===== src/rtl/nrzi_rx_pkg.sv =====
package nrzi_rx_pkg;

  typedef enum logic [1:0] {
    SYM_SE0 = 2'b00,
    SYM_J   = 2'b01,
    SYM_K   = 2'b10,
    SYM_SE1 = 2'b11
  } lineSym_t;

  // strobes from control to the timing datapath
  typedef struct packed {
    logic load;    // start a packet: nominal period, half-bit phase
    logic stop;    // stop sampling
    logic shrink;  // shorten the period
    logic grow;    // lengthen the period and push the sample later
  } timeCtl_t;

  typedef enum logic [2:0] {
    ST_WAIT = 3'd0,
    ST_IDLE = 3'd1,
    ST_DATA = 3'd2,
    ST_EOP1 = 3'd3,
    ST_EOP2 = 3'd4
  } rxState_t;

endpackage


===== src/rtl/nrzi_rx_timing.sv =====
module nrzi_rx_timing
  import nrzi_rx_pkg::*;
#(
  parameter int PER_W       = 8,
  parameter int FRAC_W      = 10,
  parameter int ADJ_SHIFT   = 10,  // period step = period >> ADJ_SHIFT (~0.1 %)
  parameter int PHASE_MUL   = 41,  // phase bump = period * 41 / 4096 (~1 %)
  parameter int PHASE_SHIFT = 12
) (
  input  logic             clk,
  input  logic             rst_n,
  input  logic [PER_W-1:0] nomPeriod,
  input  logic             edgeStb,
  input  lineSym_t         lineSym,
  input  timeCtl_t         ctl,
  output logic             sampleStb,
  output lineSym_t         edgeSym
);

  localparam int ACC_W = PER_W + FRAC_W + 2;
  localparam int MUL_W = ACC_W + 7;
  localparam logic [ACC_W-1:0] ONE = ACC_W'(1) << FRAC_W;

  logic [ACC_W-1:0] periodQ, phaseQ;
  logic [ACC_W-1:0] periodD, phaseD;
  logic [ACC_W-1:0] stepAmt, bumpAmt, nomFix;
  logic [MUL_W-1:0] bumpProd;
  logic             activeQ;
  lineSym_t         edgeSymQ;

  assign sampleStb = activeQ && (phaseQ <= ONE);
  assign edgeSym   = edgeSymQ;

  always_comb begin
    nomFix   = ACC_W'(nomPeriod) << FRAC_W;
    stepAmt  = periodQ >> ADJ_SHIFT;
    bumpProd = MUL_W'(periodQ) * MUL_W'(PHASE_MUL);
    bumpAmt  = ACC_W'(bumpProd >> PHASE_SHIFT);

    periodD = periodQ;
    if (ctl.grow)
      periodD = periodQ + stepAmt;
    else if (ctl.shrink)
      periodD = periodQ - stepAmt;

    phaseD = phaseQ;
    if (sampleStb)
      phaseD = phaseQ - ONE + periodD + (ctl.grow ? bumpAmt : '0);
    else if (activeQ)
      phaseD = phaseQ - ONE;
  end

  always_ff @(posedge clk) begin
    if (!rst_n) begin
      periodQ  <= '0;
      phaseQ   <= '0;
      activeQ  <= 1'b0;
      edgeSymQ <= SYM_J;
    end else begin
      if (edgeStb)
        edgeSymQ <= lineSym;
      if (ctl.load) begin
        periodQ <= nomFix;
        phaseQ  <= nomFix >> 1;
        activeQ <= 1'b1;
      end else if (ctl.stop) begin
        activeQ <= 1'b0;
      end else begin
        periodQ <= periodD;
        phaseQ  <= phaseD;
      end
    end
  end

  // a shrink request shortens the stored period
  p_shrink_r4: assert property (@(posedge clk) disable iff (!rst_n)
    (ctl.shrink && !ctl.grow && !ctl.load && !ctl.stop && periodQ >= (ONE << 1))
      |=> periodQ < $past(periodQ));

  // a grow request lengthens the stored period
  p_grow_r5: assert property (@(posedge clk) disable iff (!rst_n)
    (ctl.grow && !ctl.load && !ctl.stop && periodQ >= (ONE << 1))
      |=> periodQ > $past(periodQ));

  // samples never fall on adjacent ticks for periods of two or more
  p_sample_gap_r3: assert property (@(posedge clk) disable iff (!rst_n)
    (sampleStb && nomPeriod >= PER_W'(2) && !ctl.stop) |=> !sampleStb);

endmodule


===== src/rtl/nrzi_rx_ctrl.sv =====
module nrzi_rx_ctrl
  import nrzi_rx_pkg::*;
#(
  parameter int ONES_MAX = 6
) (
  input  logic     clk,
  input  logic     rst_n,
  input  logic     sopStb,
  input  lineSym_t lineSym,
  input  logic     sampleStb,
  input  lineSym_t edgeSym,
  output timeCtl_t ctl,
  output logic     bitOut,
  output logic     bitValid,
  output logic     eopStart,
  output logic     eopErr,
  output logic     stuffErr
);

  localparam int ONES_W = $clog2(ONES_MAX + 1);

  rxState_t          stateQ, stateD;
  lineSym_t          prevQ, prevD;
  logic [ONES_W-1:0] onesQ, onesD;
  logic              bitQ, bitD, validD, eopSD, eopED, stuffED;
  logic              isZero, edgeUsable;

  always_comb begin
    ctl        = '0;
    stateD     = stateQ;
    prevD      = prevQ;
    onesD      = onesQ;
    bitD       = bitQ;
    validD     = 1'b0;
    eopSD      = 1'b0;
    eopED      = 1'b0;
    stuffED    = 1'b0;
    isZero     = (lineSym != prevQ);
    edgeUsable = (edgeSym == SYM_J) || (edgeSym == SYM_K);

    unique case (stateQ)
      ST_WAIT: begin
        if (lineSym == SYM_J) stateD = ST_IDLE;
      end
      ST_IDLE: begin
        if (sopStb) begin
          ctl.load = 1'b1;
          stateD   = ST_DATA;
          prevD    = SYM_J;
          onesD    = '0;
        end
      end
      ST_DATA: begin
        if (sampleStb) begin
          if (lineSym == SYM_SE0) begin
            eopSD  = 1'b1;
            stateD = ST_EOP1;
          end else begin
            prevD = lineSym;
            if (isZero) begin
              onesD = '0;
              if (onesQ != ONES_W'(ONES_MAX)) begin
                validD = 1'b1;
                bitD   = 1'b0;
              end
              if (edgeUsable) begin
                if (edgeSym == lineSym) ctl.shrink = 1'b1;
                else                    ctl.grow   = 1'b1;
              end
            end else if (onesQ == ONES_W'(ONES_MAX)) begin
              stuffED = 1'b1;
              onesD   = '0;
            end else begin
              validD = 1'b1;
              bitD   = 1'b1;
              onesD  = onesQ + ONES_W'(1);
            end
          end
        end
      end
      ST_EOP1: begin
        if (sampleStb) begin
          if (lineSym == SYM_SE0) begin
            stateD = ST_EOP2;
          end else begin
            eopED    = 1'b1;
            ctl.stop = 1'b1;
            stateD   = ST_WAIT;
          end
        end
      end
      ST_EOP2: begin
        if (sampleStb) begin
          ctl.stop = 1'b1;
          stateD   = ST_WAIT;
          if (lineSym != SYM_J) eopED = 1'b1;
        end
      end
      default: stateD = ST_WAIT;
    endcase
  end

  always_ff @(posedge clk) begin
    if (!rst_n) begin
      stateQ   <= ST_WAIT;
      prevQ    <= SYM_J;
      onesQ    <= '0;
      bitQ     <= 1'b0;
      bitValid <= 1'b0;
      eopStart <= 1'b0;
      eopErr   <= 1'b0;
      stuffErr <= 1'b0;
    end else begin
      stateQ   <= stateD;
      prevQ    <= prevD;
      onesQ    <= onesD;
      bitQ     <= bitD;
      bitValid <= validD;
      eopStart <= eopSD;
      eopErr   <= eopED;
      stuffErr <= stuffED;
    end
  end

  assign bitOut = bitQ;

  // edges that reported SE0 or SE1 never move the timing
  p_no_adjust_r6: assert property (@(posedge clk) disable iff (!rst_n)
    (sampleStb && !edgeUsable) |-> !(ctl.shrink || ctl.grow));

  // a stuffing error never comes with a delivered bit
  p_stuff_nobit_r8: assert property (@(posedge clk) disable iff (!rst_n)
    stuffErr |-> !bitValid);

  // the end-of-packet start is a single-tick pulse without a bit
  p_eop_pulse_r9: assert property (@(posedge clk) disable iff (!rst_n)
    eopStart |-> (!bitValid ##1 !eopStart));

  // a packet is only opened from the idle state
  p_start_idle_r11: assert property (@(posedge clk) disable iff (!rst_n)
    ctl.load |-> (stateQ == ST_IDLE));

endmodule


===== src/rtl/nrzi_rx.sv =====
module nrzi_rx
  import nrzi_rx_pkg::*;
#(
  parameter int PER_W    = 8,
  parameter int FRAC_W   = 10,
  parameter int ONES_MAX = 6
) (
  input  logic             clk,
  input  logic             rst_n,
  input  logic [1:0]       lineSym,
  input  logic             edgeStb,
  input  logic [PER_W-1:0] nomPeriod,
  input  logic             sopStb,
  output logic             bitOut,
  output logic             bitValid,
  output logic             eopStart,
  output logic             eopErr,
  output logic             stuffErr
);

  lineSym_t symIn, edgeSym;
  timeCtl_t ctl;
  logic     sampleStb;

  assign symIn = lineSym_t'(lineSym);

  nrzi_rx_timing #(
    .PER_W  (PER_W),
    .FRAC_W (FRAC_W)
  ) u_timing (
    .clk       (clk),
    .rst_n     (rst_n),
    .nomPeriod (nomPeriod),
    .edgeStb   (edgeStb),
    .lineSym   (symIn),
    .ctl       (ctl),
    .sampleStb (sampleStb),
    .edgeSym   (edgeSym)
  );

  nrzi_rx_ctrl #(
    .ONES_MAX (ONES_MAX)
  ) u_ctrl (
    .clk       (clk),
    .rst_n     (rst_n),
    .sopStb    (sopStb),
    .lineSym   (symIn),
    .sampleStb (sampleStb),
    .edgeSym   (edgeSym),
    .ctl       (ctl),
    .bitOut    (bitOut),
    .bitValid  (bitValid),
    .eopStart  (eopStart),
    .eopErr    (eopErr),
    .stuffErr  (stuffErr)
  );

endmodule


===== config.mk =====
export PLATFORM = sky130hd
export DESIGN_NAME = nrzi_rx
export DESIGN_NICKNAME = d
export VERILOG_FILES = /design/src/rtl/nrzi_rx_pkg.sv /design/src/rtl/nrzi_rx_timing.sv /design/src/rtl/nrzi_rx_ctrl.sv /design/src/rtl/nrzi_rx.sv
export SDC_FILE = /design/constraint.sdc
export NUM_CORES = 1
export LEC_CHECK = 0
export ABC_AREA = 0
export ABC_CLOCK_PERIOD_IN_PS = 8600
export CAP_MARGIN = 25
export CORE_MARGIN = 5
export CORE_UTILIZATION = 55
export DETAILED_ROUTE_END_ITERATION = 8
export PLACE_DENSITY = 0.83
export SKIP_LAST_GASP = 1
export SLEW_MARGIN = 15
export SYNTH_ARGS = -nofsm -noshare
export SYNTH_HDL_FRONTEND = slang
export SYNTH_SLANG_ARGS = --single-unit

===== constraint.sdc =====
create_clock -name clk -period 8.6 [get_ports clk]
set_input_delay 1.72 -clock clk [delete_from_list [all_inputs] [get_ports clk]]
set_output_delay 1.72 -clock clk [all_outputs]
set_load 0.02 [all_outputs]

### After elaboration in Yosys (flattened, before gate mapping)

Cells that the tools add are included.

| word-level totals | value |
|---|---|
| word-level logic and storage cells | 119 |
| input port bits | 14 |
| output and inout bits | 5 |
| register bits | 56 |

| cells by class | value |
|---|---|
| reductions and logical operators | 17 |
| $lt $le $gt $ge | 1 |
| eq/ne operators | 22 |
| bitwise operators | 5 |
| add/subtract/negate cells | 6 |
| muxes and demuxes | 53 |
| multiply operators | 1 |

Operators with widths:

| cell | number |
|---|---|
| $mux W20 | 4 |
| $add A20 B20 Y20 | 2 |
| $mux W18 | 2 |
| $mux W3 | 12 |
| $mux W17 | 2 |
| $mul A20 B6 Y26 const B | 1 |
| $add A20 B10 Y20 | 1 |
| $le A20 B11 Y1 const B | 1 |
| $sub A20 B10 Y20 | 1 |
| $sub A20 B11 Y20 const B | 1 |
| $mux W1 | 19 |
| $mux W2 | 8 |
| $pmux W3 S5 | 1 |
| $mux W14 | 1 |
| $ne A2 B2 Y1 const B | 6 |
| $ne A2 B1 Y1 const B | 5 |
| $eq A3 B2 Y1 const B | 2 |
| $eq A3 B3 Y1 const B | 2 |
| $pmux W3 S2 | 1 |
| $reduce_and A6 Y1 | 1 |
| $reduce_bool A2 Y1 | 3 |
| $not A1 Y1 | 5 |
| $reduce_and A5 Y1 | 1 |
| $reduce_or A5 Y1 | 1 |
| 19 further kinds | 22 |

### Depth between registers and ports, before layout

| logic depth | value |
|---|---|
| word-level depth | 14 |
| mapped depth | 27 |
| mapped depth without buffers | 27 |

### Hierarchy

Synthesis repeated with hierarchy kept, for this count alone.

| second synthesis, totals | value |
|---|---|
| cell total of the unflattened synthesis | 836 |
| area total of the unflattened synthesis | 6979.2 um^2 |

By module, submodules not included:

| module | instances | cells an instance | area an instance (um^2) |
|---|---|---|---|
| nrzi_rx_timing | 1 | 747 | 6204.7 |
| nrzi_rx_ctrl | 1 | 89 | 774.5 |

### Worst setup path before layout

No wires, ideal clock.

| path | value |
|---|---|
| path type | register to register |
| from | register u_timing.periodQ[11] |
| to | register u_timing.phaseQ[19] |
| cell stages (with the launch flop) | 28 |
| buffers on the path | 0 |
| slack | 2.179 ns |
| arrival | 6.298 ns |
| period minus slack after synthesis | 6.421 ns |
| required time | 8.476 ns |
| setup time | 0.124 ns |
| cell sequence | dfxtp_1 -> ha_1 -> fa_1 -> ha_1 -> ha_1 -> a21o_1 -> a21o_1 -> a21o_1 -> a21o_1 -> or3_1 -> a41oi_1 -> nor2_1 -> a21oi_1 -> xnor2_1 -> nand2_1 -> fa_1 -> inv_1 -> ha_1 -> and3_1 -> a221o_1 -> a31oi_1 -> o211ai_1 -> o41ai_1 -> o21bai_1 -> a21oi_1 -> xor3_1 -> mux2i_1 -> nand3_1 |

| between the ends | value |
|---|---|
| longest elaborated chain between the ends | 6 |

RTL lines:

| item | line | text |
|---|---|---|
| start, declared | nrzi_rx_timing.sv:24 | `logic [ACC_W-1:0] periodQ, phaseQ;` |
| start signal, assigned | nrzi_rx_timing.sv:63 | `periodQ <= nomFix;` |
| start signal, assigned | nrzi_rx_timing.sv:69 | `periodQ <= periodD;` |
| $sub A20 B10 Y20 | nrzi_rx_timing.sv:44 | `periodD = periodQ - stepAmt;` |
| $mux W20 | nrzi_rx_timing.sv:43 | `else if (ctl.shrink)` |
| $mux W20 | nrzi_rx_timing.sv:41 | `if (ctl.grow)` |
| $add A20 B20 Y20 | nrzi_rx_timing.sv:48 | `phaseD = phaseQ - ONE + periodD + (ctl.grow ? bumpAmt : '0);` |
| $add A20 B20 Y20 * | nrzi_rx_timing.sv:48 |  |
| $mux W20 * | nrzi_rx_timing.sv:47 | `if (sampleStb)` |
| end signal, assigned | nrzi_rx_timing.sv:64 | `phaseQ <= nomFix >> 1;` |
| end signal, assigned | nrzi_rx_timing.sv:70 | `phaseQ <= phaseD;` |
| end, declared | nrzi_rx_timing.sv:24 |  |

Mark *: on every way between the ends. The rest lies on a longest branch, timed or not.
A chain may end at the register's enable or synchronous reset.

### Worst setup path after layout

| path | value |
|---|---|
| from | register u_timing.periodQ[10] |
| to | register u_timing.phaseQ[19] |

The elaborated chain is that of the path after synthesis.

==> summary.md <==
| Metric | Value |
|---|---|
| Starting density of the core | `55.9%` |
| Die area | `0.0145 mm²` |
| Fin Setup TNS | `0 ns` |
| Row cnt | `40` |
| # setup viols final | `0` |
| Via count | `5791` |
| Fmax | `0.141 GHz` |
| Clock Skew | `0.00862 ns` |
| Global route total overflow | `0` |
| Worst-path clk slew | `0.08 ns` |
| Die Span Y | `120 µm` |
| Worst-Skew Late Latency | `0.31 ns` |
| Area after DPL | `0.00696 mm²` |
| GP Congestion | `0.915` |
| Worst-margin pin slew | `0.952 ns` |
| Hpwl dp | `12500 µm` |
| Initial DRT Pass Iterations | `5` |
| CTS Buffer Depth | `2` |
| Final Cycle Share | `82.6%` |
| CP Data Arrival Time | `7.30 ns` |
| Vias/cell | `6.08` |
| Initial antenna violation count | `0` |
| Htree depth | `2` |
| Fin. max-slew vios | `0` |
| First-pass GRT wire length | `26700 µm` |
| Post-synth top area cell | `ha_1` |
| RSZ-0062 raised after global routing | `no` |
| Routed Antenna Nets | `0` |
| CP Capture Type | `flop` |
| Fill count | `1033` |
| Vias in the first global route | `5574` |
| Largest net degree at the start of global routing | `36` |
| Multi-input gate area | `0.00522 mm²` |
| VDD IR-drop max | `0.100 mV` |
| CTS tree | `built` |
| Synth Instances | `802` |
| Synth warnings | `0` |
| Status | `completed` |
| Gr usage total | `22.3%` |
| Setup Fix Bufs, Post-CTS | `0` |
| Top_reg_cell synth | `dfxtp_1` |
| PD cells | `143 mW/mm²` |
| Asr flop ratio synth | `0%` |
| Io pins | `19` |
| Synthesized area | `0.00668 mm²` |
| Area Growth Syn to Fin | `6.38%` |
| Crit Path Max Fanout | `19` |
| CP Class | `reg -> reg` |
| Routed len/inst | `16.5 µm` |
| Final Hold Viols | `0` |
| Ant diodes | `0` |
| Crit path time final | `7.10 ns` |
| DR iter-0 viols | `585` |
| Fin area | `0.00711 mm²` |
| Share of cells above drive strength 1 | `3.72%` |
| Worst hold slack | `0.469 ns` |
| Register area | `0.00112 mm²` |
| Slew HR | `36.4%` |
| DR DRC count | `0` |
| Post-synth cell types | `75` |
| Nature of the critical path startpoint | `flop` |
| Yosys reg bits | `56` |
| Post-CTS Hold Fix Bufs | `0` |
| Number of flops mapped to enable cells by yosys | `0` |
| CTS-repair resized insts | `0` |
| Min-delay worst type | `reg -> reg` |
| Clock root buffer | `clkbuf_16` |
| PortBufs | `18` |
| Fin nets | `958` |
| Overall die width | `120 µm` |
| Final WL | `15800 µm` |
| Largest cells by area after synthesis | `ha_1 (20%), dfxtp_1 (17%), fa_1 (9.3%), xnor2_1 (4.2%), nand2_1 (4.1%)` |
| Yosys top cell area share | `20.2%` |
| Worst EP required | `8.80 ns` |
| Register area share after synthesis | `16.8%` |
| Post-Syn Nets | `955` |
| Leakage power | `3.38 nW` |
| CTS Buf Count | `5` |
| CORE AREA | `0.0120 mm²` |
| Max Cap Viol | `0` |
| Core Util, Final | `59.4%` |
| Post-Syn Area per Cell | `8.33 µm²` |
| Clock sink count | `56` |
[synth_stat cells, drive strengths merged (4+ instances only)]
master and instances:
a21boi 10, nand2b 10, o211ai 5, a21oi 47, and2 8, a211oi 5, nor3 19, nor4 7
nor3b 4, o21bai 5, or2 4, o41ai 4, nor4b 4, xor2 19, ha 108, a21o 17
buf 5, and3 11, a32oi 4, nand3b 5, dfxtp 56, a31oi 7, nor2b 14, nand4 4
clkbuf 20, xnor2 33, o21ai 37, mux2i 13, nand2 74, a41oi 4, or3 5, nand3 24
o21a 9, nor2 67, a22o 4, a22oi 6, fa 31, inv 61
[metal layers]
layer	global-route usage, %	vias to the layer above	share of wire [%]	routed length [µm]
li1	-	2855	-	-
met1	29.8	2729	45	7050
met2	37.5	180	47	7400
met3	3.09	27	5.9	923
met4	6.73	0	2.4	386
met5	0	-	0	0
[layout by cell type, fill, tap and decap left out, types with 6 or more instances in the layout]
master / n
a21boi_0: 9
a21o_1: 17
a21oi_1: 45
a22oi_1: 6
a31oi_1: 7
and3_1: 11
clkdlybuf4s50_1: 18
dfxtp_1: 56
fa_1: 31
ha_1: 108
inv_1: 61
mux2i_1: 13
nand2_1: 73
nand2b_1: 10
nand3_1: 24
nor2_1: 67
nor2b_1: 14
nor3_1: 18
o21a_1: 9
o21ai_0: 35
xnor2_1: 32
xor2_1: 19
[final cells by class]
| class | count | share of cell area, % |
|---|---|---|
| Multi-Input combinational cell | 659 | 73.5 |
| Sequential cell | 56 | 15.8 |
| Inverter | 62 | 3.27 |
| Timing Repair Buffer | 21 | 2.85 |
| Tap cell | 147 | 2.59 |
| Clock buffer | 5 | 1.76 |
| Clock inverter | 3 | 0.299 |
[final timing paths]
check | from | cells past startpoint | slack (ns) | endpoint
worst min register to register | flop | 2 | 0.47 | flop
worst max-delay path | u_timing.periodQ[10]$_SDFFE_PN0P_ | 27 | 1.50 | u_timing.phaseQ[19]$_SDFFE_PP0P_
worst max register to register | u_timing.periodQ[10]$_SDFFE_PN0P_ | 27 | 1.50 | u_timing.phaseQ[19]$_SDFFE_PP0P_
worst min-delay path | flop | 2 | 0.47 | flop
[critical path: stages (launching register included)]
cell and delay [ns]:
dfxtp_1 0.79, ha_1 0.38, fa_1 0.40, ha_1 0.29, ha_1 0.37, a21o_1 0.18, a21o_1 0.18, a21o_1 0.18
a21o_1 0.18, or3_1 0.30, a41oi_1 0.24, nor2_1 0.11, a21oi_1 0.24, xnor2_1 0.15, nand2_1 0.08, fa_1 0.51
inv_1 0.04, ha_1 0.36, and3_1 0.22, a221o_1 0.28, a31oi_1 0.20, o211ai_1 0.15, o41ai_1 0.42, o21bai_1 0.10
a21oi_1 0.17, xor3_1 0.25, mux2i_1 0.15, nand3_1 0.07
[cell families after synthesis]
| group | Yosys count | share of synthesized area, % |
|---|---|---|
| and+or+nand+nor | 266 | 20.4 |
| AOI/OAI and AO/OA | 188 | 19.0 |
| adders and majority gates | 139 | 29.5 |
| buffers and inverters | 87 | 5.07 |
| DFF | 56 | 16.8 |
| xor gates and xnor gates | 53 | 7.28 |
| muxes | 13 | 1.95 |
[report_power, final]
part,total (mW),switching [mW],leakage (nW),internal (mW)
Sequential,0.313,0.0374,0.453,0.276
Combinational,0.486,0.282,2.85,0.205
Clock,0.215,0.106,0.0702,0.109
Total,1.01,0.425,3.38,0.590
[through the flow]
step	worst slack, ns	total power, mW	cells
floorplan	2.18	0.693	802
global placement	1.69	0.787	945
detailed placement	1.56	0.796	945
CTS	1.54	1.01	953
global route	1.06	1.09	953
finish	1.50	1.01	953
Note: power is estimated with default switching activity, not from simulation.
